==> src/rtl/psb_pkg.sv <==
package psb_pkg;

    localparam int BYTE_W = 8;

    // One stored byte lane: data plus its parity bit above it.
    typedef struct packed {
        logic              par;
        logic [BYTE_W-1:0] dat;
    } lane_t;

    localparam int LANE_W = $bits(lane_t);

    typedef enum logic [1:0] {
        ST_IDLE = 2'd0,
        ST_MEM  = 2'd1,
        ST_RESP = 2'd2
    } psb_state_e;

    // Parity bit that makes the nine-bit lane odd.
    function automatic logic odd_par(input logic [BYTE_W-1:0] d);
        return ~(^d);
    endfunction

    // A lane fails when its nine bits have even weight.
    function automatic logic par_fail(input lane_t l);
        return ~(^{l.par, l.dat});
    endfunction

endpackage

==> src/rtl/psb_decode.sv <==
module psb_decode #(
    parameter int          ADDR_W   = 24,
    parameter int          DEC_BITS = 4,
    parameter logic [23:0] BASE     = 24'h300000,
    parameter int          AM_W     = 6,
    parameter logic [5:0]  AM_DATA  = 6'h39,
    parameter logic [5:0]  AM_SUPV  = 6'h3D
) (
    input  logic [ADDR_W-1:1] addr_i,
    input  logic [AM_W-1:0]   am_i,
    output logic              hit_o
);
    logic win_ok;
    logic am_ok;

    assign win_ok = (addr_i[ADDR_W-1 -: DEC_BITS] == BASE[ADDR_W-1 -: DEC_BITS]);
    assign am_ok  = (am_i == AM_DATA[AM_W-1:0]) || (am_i == AM_SUPV[AM_W-1:0]);
    assign hit_o  = win_ok && am_ok;
endmodule

==> src/rtl/psb_lanes.sv <==
module psb_lanes
    import psb_pkg::*;
#(
    parameter int LANES = 2
) (
    input  logic [LANES*BYTE_W-1:0] wdata_i,
    input  logic [LANES-1:0]        be_i,
    input  logic [LANES*LANE_W-1:0] rword_i,
    output logic [LANES*LANE_W-1:0] wword_o,
    output logic [LANES*BYTE_W-1:0] rdata_o,
    output logic                    bad_o
);
    logic [LANES-1:0] fail_v;

    for (genvar g = 0; g < LANES; g++) begin : g_lane
        lane_t wl;
        lane_t rl;
        assign wl.dat = wdata_i[g*BYTE_W +: BYTE_W];
        assign wl.par = odd_par(wl.dat);
        assign wword_o[g*LANE_W +: LANE_W] = wl;
        assign rl = lane_t'(rword_i[g*LANE_W +: LANE_W]);
        assign rdata_o[g*BYTE_W +: BYTE_W] = rl.dat;
        assign fail_v[g] = be_i[g] & par_fail(rl);
    end

    assign bad_o = |fail_v;
endmodule

==> src/rtl/psb_ctrl.sv <==
module psb_ctrl
    import psb_pkg::*;
#(
    parameter int LANES = 2,
    parameter int OFF_W = 19
) (
    input  logic             clk,
    input  logic             rst,
    input  logic             as_n_i,
    input  logic [LANES-1:0] ds_n_i,
    input  logic             write_n_i,
    input  logic             hit_i,
    input  logic [OFF_W-1:0] off_i,
    input  logic             mem_done_i,
    input  logic             rbad_i,
    output logic             start_o,
    output logic             rd_load_o,
    output logic             mem_req_o,
    output logic             mem_we_o,
    output logic [LANES-1:0] mem_be_o,
    output logic [OFF_W-1:0] mem_off_o,
    output logic             ack_o,
    output logic             berr_o,
    output logic             data_oe_o,
    output logic             sel_o,
    output logic             err_o
);
    psb_state_e       st;
    logic             we_q;
    logic [LANES-1:0] be_q;
    logic [OFF_W-1:0] off_q;
    logic             fail_q;
    logic             owned_q;
    logic             err_q;
    logic             ds_any;
    logic             ds_none;

    assign ds_any  = ~(&ds_n_i);
    assign ds_none = &ds_n_i;
    assign start_o = (st == ST_IDLE) && !as_n_i && ds_any && hit_i;
    assign rd_load_o = (st == ST_MEM) && mem_done_i && !we_q;

    always_ff @(posedge clk) begin
        if (rst) begin
            st      <= ST_IDLE;
            we_q    <= 1'b0;
            be_q    <= '0;
            off_q   <= '0;
            fail_q  <= 1'b0;
            owned_q <= 1'b0;
            err_q   <= 1'b0;
        end else begin
            case (st)
                ST_IDLE: begin
                    if (start_o) begin
                        st      <= ST_MEM;
                        we_q    <= ~write_n_i;
                        be_q    <= ~ds_n_i;
                        off_q   <= off_i;
                        owned_q <= 1'b1;
                    end else if (as_n_i) begin
                        owned_q <= 1'b0;
                    end
                end
                ST_MEM: begin
                    if (mem_done_i) begin
                        st     <= ST_RESP;
                        fail_q <= !we_q && rbad_i;
                        err_q  <= !we_q && rbad_i;
                    end
                end
                ST_RESP: begin
                    if (ds_none) st <= ST_IDLE;
                end
                default: st <= ST_IDLE;
            endcase
        end
    end

    assign mem_req_o = (st == ST_MEM);
    assign mem_we_o  = we_q;
    assign mem_be_o  = be_q;
    assign mem_off_o = off_q;
    assign ack_o     = (st == ST_RESP) && !fail_q;
    assign berr_o    = (st == ST_RESP) && fail_q;
    assign data_oe_o = (st == ST_RESP) && !we_q;
    assign sel_o     = owned_q;
    assign err_o     = err_q;
endmodule

==> src/rtl/psb_slave.sv <==
module psb_slave
    import psb_pkg::*;
#(
    parameter int          ADDR_W   = 24,
    parameter int          DATA_W   = 16,
    parameter int          DEC_BITS = 4,
    parameter logic [23:0] BASE     = 24'h300000,
    parameter logic [5:0]  AM_DATA  = 6'h39,
    parameter logic [5:0]  AM_SUPV  = 6'h3D,
    localparam int         LANES    = DATA_W / BYTE_W,
    localparam int         OFF_W    = ADDR_W - DEC_BITS - 1,
    localparam int         WORD_W   = LANES * LANE_W
) (
    input  logic              clk,
    input  logic              rst,
    input  logic              as_n_i,
    input  logic [LANES-1:0]  ds_n_i,
    input  logic              write_n_i,
    input  logic [ADDR_W-1:1] addr_i,
    input  logic [5:0]        am_i,
    input  logic [DATA_W-1:0] data_i,
    output logic [DATA_W-1:0] data_o,
    output logic              data_oe_o,
    output logic              ack_o,
    output logic              berr_o,
    output logic              sel_led_o,
    output logic              err_led_o,
    output logic              mem_req_o,
    output logic              mem_we_o,
    output logic [LANES-1:0]  mem_be_o,
    output logic [OFF_W-1:0]  mem_addr_o,
    output logic [WORD_W-1:0] mem_wdata_o,
    input  logic [WORD_W-1:0] mem_rdata_i,
    input  logic              mem_done_i
);
    logic              hit;
    logic              start;
    logic              rd_load;
    logic              rbad;
    logic [DATA_W-1:0] wdata_q;
    logic [DATA_W-1:0] rdata_q;
    logic [DATA_W-1:0] rdata_raw;

    psb_decode #(
        .ADDR_W(ADDR_W), .DEC_BITS(DEC_BITS), .BASE(BASE),
        .AM_W(6), .AM_DATA(AM_DATA), .AM_SUPV(AM_SUPV)
    ) u_dec (
        .addr_i(addr_i), .am_i(am_i), .hit_o(hit)
    );

    psb_ctrl #(.LANES(LANES), .OFF_W(OFF_W)) u_ctrl (
        .clk(clk), .rst(rst),
        .as_n_i(as_n_i), .ds_n_i(ds_n_i), .write_n_i(write_n_i),
        .hit_i(hit), .off_i(addr_i[OFF_W:1]),
        .mem_done_i(mem_done_i), .rbad_i(rbad),
        .start_o(start), .rd_load_o(rd_load),
        .mem_req_o(mem_req_o), .mem_we_o(mem_we_o), .mem_be_o(mem_be_o),
        .mem_off_o(mem_addr_o),
        .ack_o(ack_o), .berr_o(berr_o), .data_oe_o(data_oe_o),
        .sel_o(sel_led_o), .err_o(err_led_o)
    );

    psb_lanes #(.LANES(LANES)) u_lanes (
        .wdata_i(wdata_q), .be_i(mem_be_o), .rword_i(mem_rdata_i),
        .wword_o(mem_wdata_o), .rdata_o(rdata_raw), .bad_o(rbad)
    );

    always_ff @(posedge clk) begin
        if (rst) begin
            wdata_q <= '0;
            rdata_q <= '0;
        end else begin
            if (start)   wdata_q <= data_i;
            if (rd_load) rdata_q <= rdata_raw;
        end
    end

    assign data_o = rdata_q;
endmodule

==> config.mk <==
export PLATFORM = sky130hd
export DESIGN_NAME = psb_slave
export DESIGN_NICKNAME = d
export VERILOG_FILES = /design/src/rtl/psb_pkg.sv /design/src/rtl/psb_decode.sv /design/src/rtl/psb_lanes.sv /design/src/rtl/psb_ctrl.sv /design/src/rtl/psb_slave.sv
export SDC_FILE = /design/constraint.sdc
export NUM_CORES = 1
export LEC_CHECK = 0
export ABC_CLOCK_PERIOD_IN_PS = 4200
export BUFFER_PORTS_ARGS = -buffer_cell sky130_fd_sc_hd__buf_2
export CAP_MARGIN = 15
export CORE_ASPECT_RATIO = 0.5
export CORE_UTILIZATION = 51
export CTS_CLUSTER_DIAMETER = 120
export DETAILED_ROUTE_END_ITERATION = 10
export GPL_ROUTABILITY_DRIVEN = 1
export PLACE_DENSITY = 0.86
export REMOVE_ABC_BUFFERS = 1
export SLEW_MARGIN = 20
export SYNTH_ARGS = -nofsm -noshare
export SYNTH_HDL_FRONTEND = slang
export SYNTH_HIERARCHICAL = 1
export SYNTH_SLANG_ARGS = --single-unit
==> constraint.sdc <==
create_clock -name clk -period 4.2 [get_ports clk]
set_clock_uncertainty 0.05 [all_clocks]
set_input_delay 0.21 -clock clk [delete_from_list [all_inputs] [get_ports clk]]
set_output_delay 0.21 -clock clk [all_outputs]
set_load 0.02 [all_outputs]
---- After elaboration in Yosys (flattened, before gate mapping) ----
Cells that the tools add are included.
word-level totals
  bits of input ports ..................... 70
  word-level logic and storage cells ...... 57
  output and inout bits ................... 62
  register bits after elaboration ......... 58
operators by class
  muxes and demuxes ....................... 6
  reduce and logical (&&, ||, !) cells .... 26
  bitwise operators ....................... 9
  equal/unequal tests ..................... 8
operators with widths
  operator            number
  $reduce_xor 9->1    2
  $reduce_xor 8->1    2
  $eq 6x6->1 const B  2
  $logic_and 1x1->1   10
  $reduce_and 2->1    4
  $mux 2              3
  $not 1->1           6
  $pmux 2 s3          1
  $eq 4x2->1 const B  1
  $ne 2x1->1 const B  2
  $logic_not 1->1     3
  $reduce_and 3->1    1
  $and 1x1->1         2
  $eq 2x1->1 const B  1
  $eq 2x2->1 const B  1
  $logic_not 2->1     1
  $mux 1              2
  $ne 2x2->1 const B  1
  $not 2->2           1
  $reduce_bool 2->1   1
  $reduce_or 2->1     1
  $logic_or 1x1->1    1

---- Logic depth before layout (Yosys ltp) ----
  depth after elaboration ................. 6
  depth in mapped cells ................... 9
  mapped depth without buffers ............ 6

---- By module ----
Netlist, hierarchy kept.
modules (own cells, without submodules)
  module      cells an instance  area each (sq um)  times used  sequential area each (sq um)
  psb_ctrl    120                1188.6             1           520.5
  psb_slave   103                1157.4             1           640.6
  psb_lanes   61                 521.8              1           0.0
  psb_decode  3                  26.3               1           0.0

---- Worst setup path before layout ----
OpenSTA, ideal clock, no wires.
  path type ............................... input to register
  start ................................... input port am_i[4]
  end ..................................... register wdata_q[10]
  arrival time ............................ 1.473 ns
  data required time ...................... 4.022 ns
  stages .................................. 9
  path buffers ............................ 4
  slack ................................... 2.549 ns
  library setup time ...................... 0.128 ns
  path through ............................ nand4_1 nor4_2 and4b_1 buf_6 buf_8 buf_6 buf_12 mux2i_1 nor2_1
on the way
  longest elaborated chain between the ends .. 4
  elaborated cells on any way between the ends .. 5
  classes of those cells .................. 2 x eq/ne; 3 x reduce/logical
RTL lines
  element                line              source
  start, declared        psb_slave.sv:20   input logic [5:0] am_i,
  $eq 6x6->1             psb_decode.sv:17  assign am_ok = (am_i == AM_DATA[AM_W-1:0]) || (am_i == AM_SUPV[AM_W-1:0]);
  $logic_or 1x1->1 (*)   psb_decode.sv:17
  $logic_and 1x1->1 (*)  psb_decode.sv:18  assign hit_o = win_ok && am_ok;
  via hit                psb_slave.sv:36   logic hit;
  $logic_and 1x1->1 (*)  psb_ctrl.sv:40    assign start_o = (st == ST_IDLE) && !as_n_i && ds_any && hit_i;
  via start              psb_slave.sv:37   logic start;
  end signal, assigned   psb_slave.sv:73   if (start) wdata_q <= data_i;
  end, declared          psb_slave.sv:40   logic [DATA_W-1:0] wdata_q;
Mark *: on every way through the listed nets, which the timed path passes. The rest lies on a longest branch.
A chain may end at the register's enable or synchronous reset.

---- Worst setup path in the final report ----
  start ................................... register u_ctrl.st[1]
  end ..................................... register rdata_q[3] (netlist: data_o[3])
on the way
  longest elaborated chain between the ends .. 3
RTL lines
  element                          line             source
  start, declared                  psb_ctrl.sv:28   psb_state_e st;
  start signal, assigned           psb_ctrl.sv:45   st <= ST_IDLE;
  start signal, assigned           psb_ctrl.sv:56   st <= ST_MEM;
  start signal, assigned           psb_ctrl.sv:67   st <= ST_RESP;
  $eq 2x1->1                       psb_ctrl.sv:41   assign rd_load_o = (st == ST_MEM) && mem_done_i && !we_q;
  $logic_and 1x1->1 (2 in series)  psb_ctrl.sv:41
  via rd_load                      psb_slave.sv:38  logic rd_load;
  end signal, assigned             psb_slave.sv:74  if (rd_load) rdata_q <= rdata_raw;
  end, declared                    psb_slave.sv:41  logic [DATA_W-1:0] rdata_q;
The timed path passes the listed nets, and every way through them passes these cells.

==> results by group <==
Worst setup path
  • CP delay by family, top: simple AND/OR/NAND/NOR gates
  • WP data arrival: 2.05 ns
  • Critical Path End Type: flop
  • Delay of the slowest critical-path stage: 0.82 ns
  • Reg2reg setup slack: between 2 and 2.5 ns
  • Element type at the critical path start: flop
  • WS Path Type: flop to flop
  • CP cell instances: nand3b_1 > nor2_2 > mux2i_1 > nor2_1
  • Crit-path slowest cell: nor2_2
  • Max FO, Critical Path: 16
  • Worst Path Required: ~4.3 ns
  • WP buf/inv: 0

Drt
  • Via count: around 2,200
  • TritonRoute pass-1 iters: 4
  • DR WL met3: 213 µm
  • Met1 WL: 2.29 mm
  • WL final: 6.04 mm
  • Routed Antenna Nets: 0
  • Top Layer Used: met4
  • DR iter-0 viols: 67
  • Avg WL per Cell: 13.3 µm
  • Vias/cell: ~4.8
  • # DRC: 0
  • Met2 Wirelength: 3.42 mm

Place
  • Port Buf Inserts: 130
  • Detailed placement HPWL: 4.48 mm
  • RePlAce Congestion: 0.739
  • Post-place instance area: about 3300 µm²

Timing
  • Fin crit share: 0.453
  • Final min period: 1.90 ns
  • Worst rel slew slack: 0.304
  • Max Slew Vio Count: 0
  • Worst-Margin Slew: roughly 1.0 ns
  • Setup-failing EPs final: 0
  • Setup_tns: 0 ns
  • Final Hold Fails: 0
  • Maximum clock frequency: 525 MHz
  • RSZ-0062 raised after global routing: false

Yosys
  • Yosys warnings: 6
  • Count leader, synth: dfxtp_1
  • Synth unique cells: 27
  • Asr flop ratio synth: 0
  • Top cells by area, synth: dfxtp_1 (40%), mux2i_1 (18%), nand2b_1 (8.6%), buf_4 (8.3%), xnor2_1 (6.7%)
  • Post-synth top cells: dfxtp_1 (58), mux2i_1 (51), nand2b_1 (40), nor2_1 (40), buf_4 (32)
  • Number of flops mapped to enable cells by yosys: 0
  • Syn_area_per_cell: 10.1 µm²
  • Mapped Cells: 287
  • #FFs+latches synth: 58
  • Synth Flop Type: dfxtp_1
  • Sequential-to-total area share from yosys stat: 0.401
  • Post-synth top area cell: dfxtp_1
  • Post-Synthesis Cell Area: 2890 µm²
  • Area share of the largest cell type after synthesis: 0.401

Outcome
  • Status: finished clean

Floorplanning
  • Chip width: 109 µm
  • Ports: 132
  • Die height: 55.3 µm
  • Core ar.: 5180 µm²
  • Initial Utilization: 0.559
  • Rows: 18
  • Die ar.: 6000 µm²

CTS
  • Post CTS Setup Buffer Count: 0
  • CTS Buf Count: 9
  • CTS tree: yes
  • Clock latency on the worst-skew pair: ~0.31 ns
  • H-tree levels: 3
  • CTS root buf: clkbuf_16
  • Reg clk slew, reported paths: about 0.050 ns
  • Post-CTS Resized: 0
  • Clock sink count: 58
  • CTS Hold Bufs: 0
  • Clock buffer depth: 2

Global routing
  • Vias in the first global route: around 2,200
  • Overflow left after global routing: 0
  • Initial antenna violation count: 0
  • Total track usage: 0.206
  • Largest net degree at the start of global routing: 53
  • First-pass GRT wire length: around 10 mm

Power
  • Clock power share: 0.500
  • PwrDens: 364 nW/µm²
  • Leak: roughly 1.6 nW
  • Flop pwr share: 0.429
  • Sw Ratio: 0.201
  • Net Switching: between 0.2 and 0.3 mW
  • Combinational power share: 0.071
  • Int Power: roughly 1.0 mW
  • Maximum vdd drop: 0.210 mV

Flow run
  • Max Cap Violations: 0

Finish
  • Nets@finish: 452
  • Syn-to-layout area delta: 22.3%
  • Design area: 3540 µm²
  • N_diodes: 0
  • Share of layout cells above drive strength 1: 0.391

Hold path
  • Hold Path Class: primary input to flop
[power groups by stage]
stage | clock network (mW) | registers [mW] | logic, mW
floorplan | 0 | 0.563 | 0.0413
finish | 0.644 | 0.552 | 0.0916
global placement | 0 | 0.563 | 0.0877
global route | 0.680 | 0.551 | 0.100
CTS | 0.653 | 0.552 | 0.0920
detailed placement | 0 | 0.563 | 0.0918
[stage by stage]
stage	hold WS, ns	instances	utilization	worst slack, ns	power (mW)
floorplan	0.229	240	-	1.69	0.604
global placement	0.392	441	0.630	1.96	0.650
detailed placement	0.401	441	0.630	1.90	0.654
CTS	0.0822	456	0.683	2.07	1.30
global route	0.103	456	0.683	2.16	1.33
finish	0.0881	456	0.683	2.30	1.29
[placed cells by master, fill, tap and decap left out]
cell type and count:
mux2_2 3, xnor2_1 22, nor4_2 1, inv_1 1, clkinv_2 3, and2b_1 1, xor2_1 4, clkbuf_1 1
or3b_1 1, clkbuf_8 2, buf_4 1, nor2b_1 4, xnor3_1 2, clkbuf_16 9, nand4_1 1, nand3b_1 2
a21oi_1 3, buf_2 130, nor2_2 1, dfxtp_1 58, nand2b_1 40, o21ba_1 1, and4b_4 1, nand2_1 2
nor2_1 39, a22o_1 1, o21a_1 1, mux2i_1 51
[sequential cells by signal, indices dropped and copies added, names as in the netlist]
name / count
data_o: 16
u_ctrl/err_o: 1
u_ctrl/mem_be_o: 2
u_ctrl/mem_off_o: 19
u_ctrl/mem_we_o: 1
u_ctrl/sel_o: 1
u_ctrl/st: 2
wdata_q: 16
[final timing paths]
check	endpoint	depth (start not counted)	startpoint
setup reg to reg	data_o[3]	4	u_ctrl/st[1]
hold reg to reg	u_ctrl/mem_off_o[8]	2	u_ctrl/mem_off_o[8]
setup / recovery	data_o[3]	4	u_ctrl/st[1]
hold / removal	wdata_q[10]	3	data_i[10]
[cell type report]
| type | count | area, µm² |
|---|---|---|
| Clock buffer | 12 | 256 |
| Sequential cell | 58 | 1160 |
| Timing Repair Buffer | 131 | 658 |
| Clock inverter | 3 | 15.0 |
| Inverter | 1 | 3.75 |
| Fill cell | 423 | 1640 |
| Multi-Input combinational cell | 181 | 1360 |
| Tap cell | 70 | 87.6 |
[per-layer routing]
layer,track usage,vias up
li1,-,1090
met1,0.206,1032
met2,0.399,51
met3,0.0531,15
met4,0.0888,0
met5,0,-
[worst min-delay path, cell delays in order]
cell and delay [ns]:
buf_2 0.07, mux2i_1 0.05, nor2_1 0.07
[logic make-up (layout without fill, tap and decap cells)]
group / after synthesis / in the layout / synth area share
buf+inv: 48 / 147 / 0.132
mux: 54 / 54 / 0.188
simple gates: 93 / 93 / 0.170
compound gates: 6 / 6 / 0.0143
xor+xnor: 28 / 28 / 0.0942
flops: 58 / 58 / 0.401
Note: power is estimated with default switching activity, not from simulation.
